===== config.mk =====
export PLATFORM = sky130hd
export DESIGN_NAME = spec_fence_ctrl
export DESIGN_NICKNAME = d
export VERILOG_FILES = /design/src/rtl/spf_pkg.sv /design/src/rtl/spf_trigger.sv /design/src/rtl/spf_throttle.sv /design/src/rtl/spf_fence_fsm.sv /design/src/rtl/spec_fence_ctrl.sv
export SDC_FILE = /design/constraint.sdc
export NUM_CORES = 1
export LEC_CHECK = 0
export ABC_AREA = 1
export ABC_CLOCK_PERIOD_IN_PS = 3900
export BUFFER_PORTS_ARGS = -buffer_cell sky130_fd_sc_hd__buf_2
export CAP_MARGIN = 10
export CORE_AREA = 2 2 39 41
export CTS_CLUSTER_DIAMETER = 40
export CTS_CLUSTER_SIZE = 8
export DETAILED_ROUTE_END_ITERATION = 10
export DIE_AREA = 0 0 41 43
export GPL_TIMING_DRIVEN = 0
export MAX_ROUTING_LAYER = met4
export PLACE_DENSITY = 0.65
export SLEW_MARGIN = 30
export SYNTH_ARGS = -nofsm -noshare
export SYNTH_HDL_FRONTEND = slang
export SYNTH_SLANG_ARGS = --single-unit

===== constraint.sdc =====
create_clock -name clk -period 3.9 [get_ports clk]
set_input_delay 0.39 -clock clk [delete_from_list [all_inputs] [get_ports clk]]
set_output_delay 0.39 -clock clk [all_outputs]
set_load 0.005 [all_outputs]

===== src/rtl/spf_pkg.sv =====
package spf_pkg;

  typedef enum logic [1:0] {
    FS_IDLE   = 2'd0,
    FS_CANCEL = 2'd1,
    FS_DRAIN  = 2'd2,
    FS_DONE   = 2'd3
  } fence_st_e;

  typedef struct packed {
    logic spec;
    logic resv;
    logic rename;
    logic rdwait;
  } cancel_t;

  localparam int unsigned TRIG_SRCS = 4;

endpackage


===== src/rtl/spf_trigger.sv =====
module spf_trigger #(
  parameter int unsigned N_SRC = spf_pkg::TRIG_SRCS
) (
  input  logic [N_SRC-1:0] src_i,
  output logic             any_o
);
  logic [N_SRC:0] chain;
  assign chain[0] = 1'b0;
  for (genvar g = 0; g < N_SRC; g++) begin : g_or
    assign chain[g+1] = chain[g] | src_i[g];
  end
  assign any_o = chain[N_SRC];
endmodule


===== src/rtl/spf_throttle.sv =====
module spf_throttle #(
  parameter int unsigned LEN = 16
) (
  input  logic clk,
  input  logic rst_n,
  input  logic load_i,
  input  logic clear_i,
  input  logic issue_i,
  output logic active_o
);
  localparam int unsigned TW = $clog2(LEN + 1);
  localparam logic [TW-1:0] RELOAD = TW'(LEN);

  logic [TW-1:0] cnt_q;

  always_ff @(posedge clk) begin
    if (!rst_n) begin
      cnt_q <= '0;
    end else if (clear_i) begin
      cnt_q <= '0;
    end else if (load_i) begin
      cnt_q <= RELOAD;
    end else if (issue_i && cnt_q != '0) begin
      cnt_q <= cnt_q - 1'b1;
    end
  end

  assign active_o = (cnt_q != '0);
endmodule


===== src/rtl/spf_fence_fsm.sv =====
module spf_fence_fsm
  import spf_pkg::*;
#(
  parameter int unsigned CNT_W = 6
) (
  input  logic             clk,
  input  logic             rst_n,
  input  logic             trig_i,
  input  logic [CNT_W-1:0] outstanding_i,
  output cancel_t          cancel_o,
  output logic             stall_o,
  output logic             done_o,
  output logic             clear_throttle_o
);
  fence_st_e st_q, st_d;

  always_comb begin
    st_d = st_q;
    unique case (st_q)
      FS_IDLE:   if (trig_i) st_d = FS_CANCEL;
      FS_CANCEL: st_d = FS_DRAIN;
      FS_DRAIN:  if (outstanding_i == '0) st_d = FS_DONE;
      FS_DONE:   st_d = trig_i ? FS_CANCEL : FS_IDLE;
      default:   st_d = FS_IDLE;
    endcase
  end

  always_ff @(posedge clk) begin
    if (!rst_n) st_q <= FS_IDLE;
    else        st_q <= st_d;
  end

  logic in_cancel;
  assign in_cancel        = (st_q == FS_CANCEL);
  assign cancel_o         = '{spec: in_cancel, resv: in_cancel,
                              rename: in_cancel, rdwait: in_cancel};
  assign stall_o          = in_cancel || (st_q == FS_DRAIN);
  assign done_o           = (st_q == FS_DONE);
  assign clear_throttle_o = in_cancel;
endmodule


===== src/rtl/spec_fence_ctrl.sv =====
module spec_fence_ctrl
  import spf_pkg::*;
#(
  parameter int unsigned THROTTLE_LEN = 16,
  parameter int unsigned CNT_W        = 6
) (
  input  logic             clk,
  input  logic             rst_n,
  input  logic             throttle_hint_i,
  input  logic             fence_hint_i,
  input  logic             issue_fire_i,
  input  logic             trap_i,
  input  logic             ecall_i,
  input  logic             irq_i,
  input  logic [CNT_W-1:0] outstanding_i,
  output logic             restrict_spec_o,
  output logic             restrict_multi_o,
  output logic             restrict_ooo_o,
  output logic             cancel_spec_o,
  output logic             cancel_resv_o,
  output logic             cancel_rename_o,
  output logic             cancel_rdwait_o,
  output logic             issue_stall_o,
  output logic             fence_done_o
);
  logic    fence_req;
  logic    thr_active;
  logic    thr_clear;
  cancel_t cancels;

  spf_trigger #(.N_SRC(TRIG_SRCS)) u_trig (
    .src_i ({fence_hint_i, trap_i, ecall_i, irq_i}),
    .any_o (fence_req)
  );

  spf_fence_fsm #(.CNT_W(CNT_W)) u_fsm (
    .clk              (clk),
    .rst_n            (rst_n),
    .trig_i           (fence_req),
    .outstanding_i    (outstanding_i),
    .cancel_o         (cancels),
    .stall_o          (issue_stall_o),
    .done_o           (fence_done_o),
    .clear_throttle_o (thr_clear)
  );

  spf_throttle #(.LEN(THROTTLE_LEN)) u_thr (
    .clk      (clk),
    .rst_n    (rst_n),
    .load_i   (throttle_hint_i),
    .clear_i  (thr_clear),
    .issue_i  (issue_fire_i),
    .active_o (thr_active)
  );

  assign restrict_spec_o  = thr_active;
  assign restrict_multi_o = thr_active;
  assign restrict_ooo_o   = thr_active;
  assign cancel_spec_o    = cancels.spec;
  assign cancel_resv_o    = cancels.resv;
  assign cancel_rename_o  = cancels.rename;
  assign cancel_rdwait_o  = cancels.rdwait;
endmodule


# Yosys cells after proc, flatten, opt, wreduce, memory -nomap -nowiden
# Index checks and enable logic that the tools add are counted.
[classes] n_eq_ne=5 n_mux=6 bitwise_logic=4 reduce_logical=9 n_addsub=1
[op_table] op="5-bit 2-to-1 mux" n=2
[op_table] op="2-bit case mux with 4 select lines" n=1
[op_table] op="6-bit zero test" n=1
[op_table] op="5-bit nonzero test" n=1
[op_table] op="5-bit by 1-bit subtractor with 5-bit output (second input constant)" n=1
[op_table] op="2-bit == test (second input constant)" n=2
[op_table] op="2-bit 2-to-1 mux" n=2
[op_table] op="2-bit by 1-bit != test with 1-bit output (second input constant)" n=2
[op_table] op="1-bit OR" n=3
[op_table] op="3-bit OR reduction" n=1
[op_table] op="2-bit by 1-bit == test with 1-bit output (second input constant)" n=1
[op_table] op="2-bit zero test" n=1
[op_table] op="2-bit AND reduction" n=1
[op_table] op="2-bit nonzero test" n=1
[op_table] op="2-bit OR reduction" n=1
[op_table] op="1-bit logical AND" n=1
[op_table] op="1-bit logical OR" n=1
[op_table] op="1-bit 2-to-1 mux" n=1
[op_table] op="1-bit inverter" n=1
[word_totals] register_bits=7 in_bits=14 elab_cells=28 output_inout_bits=9

# Logic depth before layout (Yosys ltp)
# Gate-level depths: netlist (run 1).
[logic_depth] depth_word=5 mapped_depth=9 depth_no_buf=9

# By module
# From an unflattened synthesis (run 1), not the netlist that was laid out.
[hier_totals] hier_cells=78 hier_area_um2=533.0
[by_module_without_submodules] mod="spf_throttle" instances=1 area_per_inst_um2=267.8 seq_area_each_um2=100.1 cells_per_inst=38
[by_module_without_submodules] mod="spf_fence_fsm" instances=1 area_per_inst_um2=239.0 seq_area_each_um2=40.0 cells_per_inst=35
[by_module_without_submodules] mod="spec_fence_ctrl" instances=1 area_per_inst_um2=15.0 seq_area_each_um2=0.0 cells_per_inst=2
[by_module_without_submodules] mod="spf_trigger" instances=1 area_per_inst_um2=11.3 seq_area_each_um2=0.0 cells_per_inst=3

# Worst setup path after synthesis (run 1)
# Ideal clock, no wire load.
[synth_path] kind="reg2out" start="register u_thr.cnt_q[0]" end="output restrict_ooo_o" stages_incl_launch_ff=5 t_arrival_ps=901 n_path_buf=1 required_time_ps=3510 path_slack_ps=2609 path_cell_list="dfxtp_1 > inv_1 > ha_1 > nand4_2 > buf_4"
[synth_between] elab_chain_len=1
[synth_lines] item="from (decl)" line="spf_throttle.sv:14" text="logic [TW-1:0] cnt_q;"
[synth_lines] item="from (signal assigned)" line="spf_throttle.sv:24" text="cnt_q <= cnt_q - 1'b1;"
[synth_lines] item="5-bit nonzero test" line="spf_throttle.sv:28" text="assign active_o = (cnt_q != '0);"
[synth_lines] item="to (decl)" line="spec_fence_ctrl.sv:18" text="output logic restrict_ooo_o,"
# Every way passes these cells.

# Final worst setup path (run 1)
# Same ends and word-level chain as after synthesis.

==> results.sh, run 1 <==
export IMPL_cp_depth=5
export IMPL_die_h_um=43
export IMPL_p_sw_share_pct=38.9
export IMPL_routabilityCongestion=0.850
export IMPL_whs_ns=0.391
export IMPL_die_w_um=41
export IMPL_path_clk_slew_ns=0.06
export IMPL_detail_route_antenna_nets=0
export IMPL_path_cells="inv_1, ha_1, nand4_2, buf_4, buf_2"
export IMPL_relSlewSlack_pct=82.6
export IMPL_grt_usage_pct=14.6
export IMPL_ys_ff_latch=7
export IMPL_num_rows=14
export IMPL_rsz0062_at_grt="no"
export IMPL_hold_viol_final=0
export IMPL_worst_path_buf_inv=3
export IMPL_endpoint_kind="output pin"
export IMPL_slowest_delay_ns=0.31
export IMPL_overflow=0
export IMPL_required_ns=3.51
export IMPL_min_period_ns=1.72
export IMPL_hpwl_um=844
export IMPL_setup_viol=0
export IMPL_route_vias_total=501
export IMPL_htree_levels=1
export IMPL_max_freq_mhz=581
export IMPL_nFillCells=154
export IMPL_diodes=0
export IMPL_power_density_mw_per_mm2=571
export IMPL_netlist_top_cells_area="dfxtp_1 27%, ha_1 15%, nand2_1 9.5%"
export IMPL_cts_buffers=3
export IMPL_post_synth_top_area_cell="dfxtp_1"
export IMPL_syn2layout_area_growth_pct=30.8
export IMPL_ys_seq_area_share_pct=27.4
export IMPL_synth_distinct_cells=17
export IMPL_comb_power_share_pct=55.6
export IMPL_skew_ns=0.00495
export IMPL_crit_type="flip-flop to output pin"
export IMPL_syn_area_per_cell_um2=6.82
export IMPL_p_int_uw=234
export IMPL_grt_pass1_wl_mm=1.71
export IMPL_antenna_found_initial=0
export IMPL_slowest_stage="dfxtp_1"
export IMPL_cts_resized=0
export IMPL_synth_nets=95
export IMPL_drive_above_1_share_pct=38.6
export IMPL_cts_tree="done"
export IMPL_ir_drop_mv=0.197
export IMPL_netlist_area_leader_share_pct=27.4
export IMPL_ys_warn_count=0
export IMPL_grt_max_degree=6
export IMPL_p_clk_share_pct=17.3
export IMPL_core_area_mm2=0.00138
export IMPL_p_leak_uw=0.000367
export IMPL_arrival_ns=1.33
export IMPL_cts_hold_buf=0
export IMPL_pwr_share_seq_pct=27.1
export IMPL_holdPathStages=3
export IMPL_cp_start_kind="flip-flop"
export IMPL_root_buffer="clkbuf_4"
export IMPL_maxCapViolCount=0
export IMPL_clk_latency_ns=0.26
export IMPL_synth_area_um2=512
export IMPL_cts_sinks=7
export IMPL_initial_core_util_pct=37.0
export IMPL_postCtsSetupRepairBufs=0
export IMPL_viasPerCell=4.28
export IMPL_fin_nets=122
export IMPL_first_pass_iters=4
export IMPL_io_buffers=22
export IMPL_grt_pass1_vias=460
export IMPL_wl_per_cell_um=8.40
export IMPL_status="finished, final reports clean"
export IMPL_fin_crit_sh_pct=44.1
export IMPL_io_pins=23
export IMPL_hold_class="input port to flip-flop"
export IMPL_syn_instance_count=75
export IMPL_finalSetupTns_ns=0
export IMPL_p_switching_uw=149
export IMPL_wirelength_um=983
export IMPL_drt_initial_drc_count=7
export IMPL_route_detailed_drc=0
export IMPL_tightest_slew_ns=0.259
export IMPL_cp_top_family="buffers and inverters"
export IMPL_dieArea_mm2=0.00176
export IMPL_crit_fanout=4
export IMPL_cts_buffer_depth=2
export IMPL_rr_worst_depth=6
export IMPL_final_max_slew_viol_count=0
==> metrics by stage <==
step | area (um^2) | util (%) | instances | total power [uW] | setup slack, ns
floorplan | 512 | - | 75 | 251 | 2.61
global placement | 642 | 46.4 | 113 | 312 | 2.47
detailed placement | 642 | 46.4 | 113 | 320 | 2.45
CTS | 669 | 48.4 | 117 | 390 | 2.17
global route | 669 | 48.4 | 117 | 428 | 2.07
finish | 669 | 48.4 | 117 | 382 | 2.18
==> final timing paths <==
path         slack (ns)           start             end
max                2.18  u_thr.cnt_q[0]  restrict_ooo_o
min                0.39           rst_n   u_fsm.st_q[0]
max reg2reg        2.52   u_fsm.st_q[1]  u_thr.cnt_q[0]
min reg2reg        0.49  u_thr.cnt_q[1]  u_thr.cnt_q[1]
==> worst reg2reg max path: stages, from the launching register on <==
cell and delay [ns]:
dfxtp_1 0.40, inv_1 0.10, ha_1 0.24, or2_4 0.28, nor2_4 0.12, o21ai_1 0.08, a21oi_1 0.11
==> power groups by stage <==
| stage | registers, uW | logic [uW] | clock network, uW |
|---|---|---|---|
| after floorplan | 101 | 150 | 0 |
| after global placement | 105 | 207 | 0 |
| after detailed placement | 105 | 215 | 0 |
| after CTS | 104 | 215 | 70.5 |
| after global routing | 107 | 245 | 75.5 |
| final | 104 | 212 | 66.2 |
==> registers in the layout, summed over array words and instances (netlist names) <==
| signal | flops |
|---|---|
| u_thr.cnt_q | 5 |
| u_fsm.st_q | 2 |
==> kinds of logic after synthesis <==
kind of cell	count (synthesis)	synth area share, %
fa+ha+maj	6	14.7
compound gates	7	6.84
buf+inv	19	17.6
flops	7	27.4
simple gates	36	33.5
==> cells in the mapped netlist, drive strengths merged <==
master,n
nand2,15
inv,14
nor2,12
dfxtp,7
ha,6
a21oi,5
buf,5
nand3,5
nand4,2
o21ai,2
nor3,1
or2,1
==> per-layer routing <==
layer  vias to the layer above  part of all wire, %  GRT usage, %
met1                       211                   45          15.5
met3                         0                  7.9          9.42
met5                         -                    0             -
met2                        11                   47          22.8
li1                        279                    -             -
met4                         0                    0          2.00
==> cell type report <==
cell class | instances | area, um^2 | area share, %
buffer | 5 | 37.5 | 5.61
clock buffer | 3 | 22.5 | 3.36
clock inverter | 1 | 5.00 | 0.748
inverter | 14 | 52.6 | 7.85
multi-input combinational | 49 | 282 | 42.1
sequential | 7 | 140 | 20.9
tap | 16 | 20.0 | 2.99
timing repair buffer | 22 | 110 | 16.4
==> layout by cell type (no fill, tap or decap), drive strengths merged <==
cell type and count:
buf 27, nand2 15, inv 14, nor2 12, dfxtp 7, ha 6
a21oi 5, nand3 5, clkbuf 3, nand4 2, o21ai 2, or2 1
nor3 1, clkinv 1
No activity file was read; power rests on OpenSTA's default activity.
==> run 2: changes to the inputs <==
--- a/config.mk
+++ b/config.mk
@@ -6,17 +6,16 @@
 export NUM_CORES = 1
 export LEC_CHECK = 0
 export ABC_AREA = 1
-export ABC_CLOCK_PERIOD_IN_PS = 3900
+export ABC_CLOCK_PERIOD_IN_PS = 1420
 export BUFFER_PORTS_ARGS = -buffer_cell sky130_fd_sc_hd__buf_2
 export CAP_MARGIN = 10
-export CORE_AREA = 2 2 39 41
+export CORE_UTILIZATION = 39
 export CTS_CLUSTER_DIAMETER = 40
 export CTS_CLUSTER_SIZE = 8
 export DETAILED_ROUTE_END_ITERATION = 10
-export DIE_AREA = 0 0 41 43
 export GPL_TIMING_DRIVEN = 0
 export MAX_ROUTING_LAYER = met4
-export PLACE_DENSITY = 0.65
+export PLACE_DENSITY = 0.69
 export SLEW_MARGIN = 30
 export SYNTH_ARGS = -nofsm -noshare
 export SYNTH_HDL_FRONTEND = slang
==> constraint.sdc (replaced) <==
create_clock -name clk -period 1.42 [get_ports clk]
set_input_delay 0.142 -clock clk [delete_from_list [all_inputs] [get_ports clk]]
set_output_delay 0.142 -clock clk [all_outputs]
set_load 0.005 [all_outputs]
==> run 2 against run 1 <==
Clock-buffer cell count is the same. Setup slack lost 2.1 ns. Via count grew 0.40%. Cell count shrank 1.7%. Worst hold slack lost 0.26 ns. Sequential power grew to 2.8 times the previous value. Die area shrank 17%. Combinational power grew to 2.9 times the previous value. Non-clock buffer count is the same. Global-route usage grew 3.1 points. Largest cell class unchanged. Highest routed layer unchanged.
==> results.sh, run 2 (synthesized netlist as in run 1, its figures left out) <==
export IMPL_root_buffer="clkbuf_4"
export IMPL_rsz0062_at_grt="no"
export IMPL_routabilityCongestion=0.721
export IMPL_tightest_slew_ns=0.248
export IMPL_min_period_ns=1.34
export IMPL_route_detailed_drc=0
export IMPL_drt_initial_drc_count=7
export IMPL_crit_type="flip-flop to output pin"
export IMPL_rr_worst_depth=6
export IMPL_use_met2_pct=28.4
export IMPL_skew_ns=0.00105
export IMPL_path_cells="inv_2, ha_4, nand4_4, buf_4, buf_2"
export IMPL_initial_core_util_pct=44.3
export IMPL_grt_max_degree=6
export IMPL_p_clk_share_pct=16.7
export IMPL_num_rows=12
export IMPL_hold_viol_final=0
export IMPL_relSlewSlack_pct=83.3
export IMPL_drive_above_1_share_pct=44.6
export IMPL_route_vias_total=503
export IMPL_setup_viol=0
export IMPL_r2r_start="u_fsm.st_q[1]"
export IMPL_overflow=0
export IMPL_final_cell_mix="22 x buf_2, 13 x nand2_1, 11 x nor2_1"
export IMPL_arrival_ns=1.19
export IMPL_reg2reg_slack_ns=0.10
export IMPL_p_int_uw=666
export IMPL_nFillCells=113
export IMPL_worst_path_buf_inv=3
export IMPL_slowest_delay_ns=0.32
export IMPL_fin_nets=122
export IMPL_grt_pass1_wl_mm=1.70
export IMPL_clk_latency_ns=0.25
export IMPL_holdPathStages=3
export IMPL_io_pins=23
export IMPL_die_h_um=38.2
export IMPL_cts_buffers=3
export IMPL_reg_top3="u_thr.cnt_q: 5 flops, u_fsm.st_q: 2 flops"
export IMPL_syn2layout_area_growth_pct=35.5
export IMPL_hpwl_um=808
export IMPL_hold_class="input port to flip-flop"
export IMPL_pwr_share_seq_pct=27.0
export IMPL_finalSetupTns_ns=0
export IMPL_ir_drop_mv=0.895
export IMPL_slowest_stage="dfxtp_1"
export IMPL_core_area_mm2=0.00116
export IMPL_final_common_cell="buf_2"
export IMPL_grt_pass1_vias=448
export IMPL_p_switching_uw=417
export IMPL_min_from="rst_n"
export IMPL_crit_fanout=4
export IMPL_dieArea_mm2=0.00146
export IMPL_required_ns=1.28
export IMPL_path_clk_slew_ns=0.05
export IMPL_io_buffers=22
export IMPL_detail_route_antenna_nets=0
export IMPL_grt_met1_usage_pct=18.9
export IMPL_max_freq_mhz=748
export IMPL_comb_power_share_pct=56.2
export IMPL_endpoint_kind="output pin"
export IMPL_cp_top_family="buffers and inverters"
export IMPL_largest_reg_flops=5
export IMPL_p_sw_share_pct=38.5
export IMPL_holdPathEnd="u_fsm.st_q[0]"
export IMPL_die_w_um=38.2
export IMPL_top_register="u_thr.cnt_q"
export IMPL_cp_start_kind="flip-flop"
export IMPL_cts_tree="done"
export IMPL_p_leak_uw=0.000371
export IMPL_maxCapViolCount=0
export IMPL_grt_busiest_layer="met2"
export IMPL_status="finished, final reports clean"
export IMPL_htree_levels=1
export IMPL_place_area_um2=639
export IMPL_cts_buffer_depth=2
export IMPL_r2r_end="u_thr.cnt_q[0]"
export IMPL_grt_usage_pct=17.8
export IMPL_viasPerCell=4.37
export IMPL_finalInstanceArea_um2=693
export IMPL_antenna_found_initial=0
export IMPL_diodes=0
export IMPL_final_max_slew_viol_count=0
export IMPL_power_density_mw_per_mm2=1560
export IMPL_wirelength_um=998
export IMPL_wl_per_cell_um=8.68
export IMPL_fin_crit_sh_pct=94.1
export IMPL_first_pass_iters=3
export IMPL_gr_usage_met3_pct=11.0
export IMPL_cts_sinks=7
run 2: cell counts in the layout (fill, tap and decap cells not counted):
Identical to the previous run, type by type.
run 2: tightest hold or removal path, cell delays in order:
cell     delay (ns)
buf_2          0.11
inv_1          0.06
a21oi_1        0.04
run 2: how the worst max path moves through the flow:
| stage | from | endpoint | slack, ns | depth (start not counted) |
|---|---|---|---|---|
| floorplan | u_fsm.st_q[1] | u_thr.cnt_q[0] | 0.15 | 6 |
| detailed placement | u_fsm.st_q[1] | u_thr.cnt_q[0] | 0.02 | 6 |
| global placement | u_fsm.st_q[1] | u_thr.cnt_q[0] | 0.04 | 6 |
| global route | u_fsm.st_q[1] | u_thr.cnt_q[0] | 0.01 | 6 |
| CTS | u_fsm.st_q[1] | u_thr.cnt_q[0] | 0.005 | 6 |
| finish | u_thr.cnt_q[1] | restrict_spec_o | 0.08 | 5 |
run 2: metal layers:
layer | wire length (um) | vias up | share of wire, %
li1 | - | 280 | -
met1 | 460 | 208 | 46
met2 | 443 | 15 | 44
met3 | 94 | 0 | 9.4
met4 | 0 | 0 | 0
met5 | 0 | - | 0
run 2: layout make-up:
type | instances | area [um^2] | share of cell area [%]
clock buffers | 3 | 22.5 | 3.25
repair buffers | 22 | 110 | 15.9
well taps | 14 | 17.5 | 2.53
plain buffers | 5 | 37.5 | 5.42
inverters | 14 | 52.6 | 7.58
flip-flops and latches | 7 | 143 | 20.6
clock inverters | 1 | 5.00 | 0.722
multi-input cells | 49 | 305 | 44.0
run 2: stage by stage:
stage	setup slack, ns	hold WS, ns	util [%]	power (uW)	cells
6_report	0.0835	0.132	60.0	1080	115
5_1_grt	0.0142	0.138	60.0	1200	115
4_1_cts	0.00509	0.129	59.5	1080	115
3_5_place_dp	0.0215	0.401	55.3	871	111
3_3_place_gp	0.0356	0.402	55.3	858	111
2_1_floorplan	0.151	0.259	-	690	75
run 2: repair_timing:
action                                 in CTS  in global routing
pin swaps                                   1                  0
endpoints found under the hold margin       0                  0
setup buffers                               0                  0
hold buffers                                0                  0
setup endpoints to repair                   2                 10
resized for setup                           4                  4
run 2: power by group through the flow:
| stage | clock (uW) | combinational, uW | sequential, uW |
|---|---|---|---|
| 3_3_place_gp | 0 | 569 | 289 |
| 5_1_grt | 201 | 699 | 301 |
| 2_1_floorplan | 0 | 412 | 278 |
| 6_report | 181 | 609 | 293 |
| 3_5_place_dp | 0 | 582 | 289 |
| 4_1_cts | 190 | 607 | 286 |
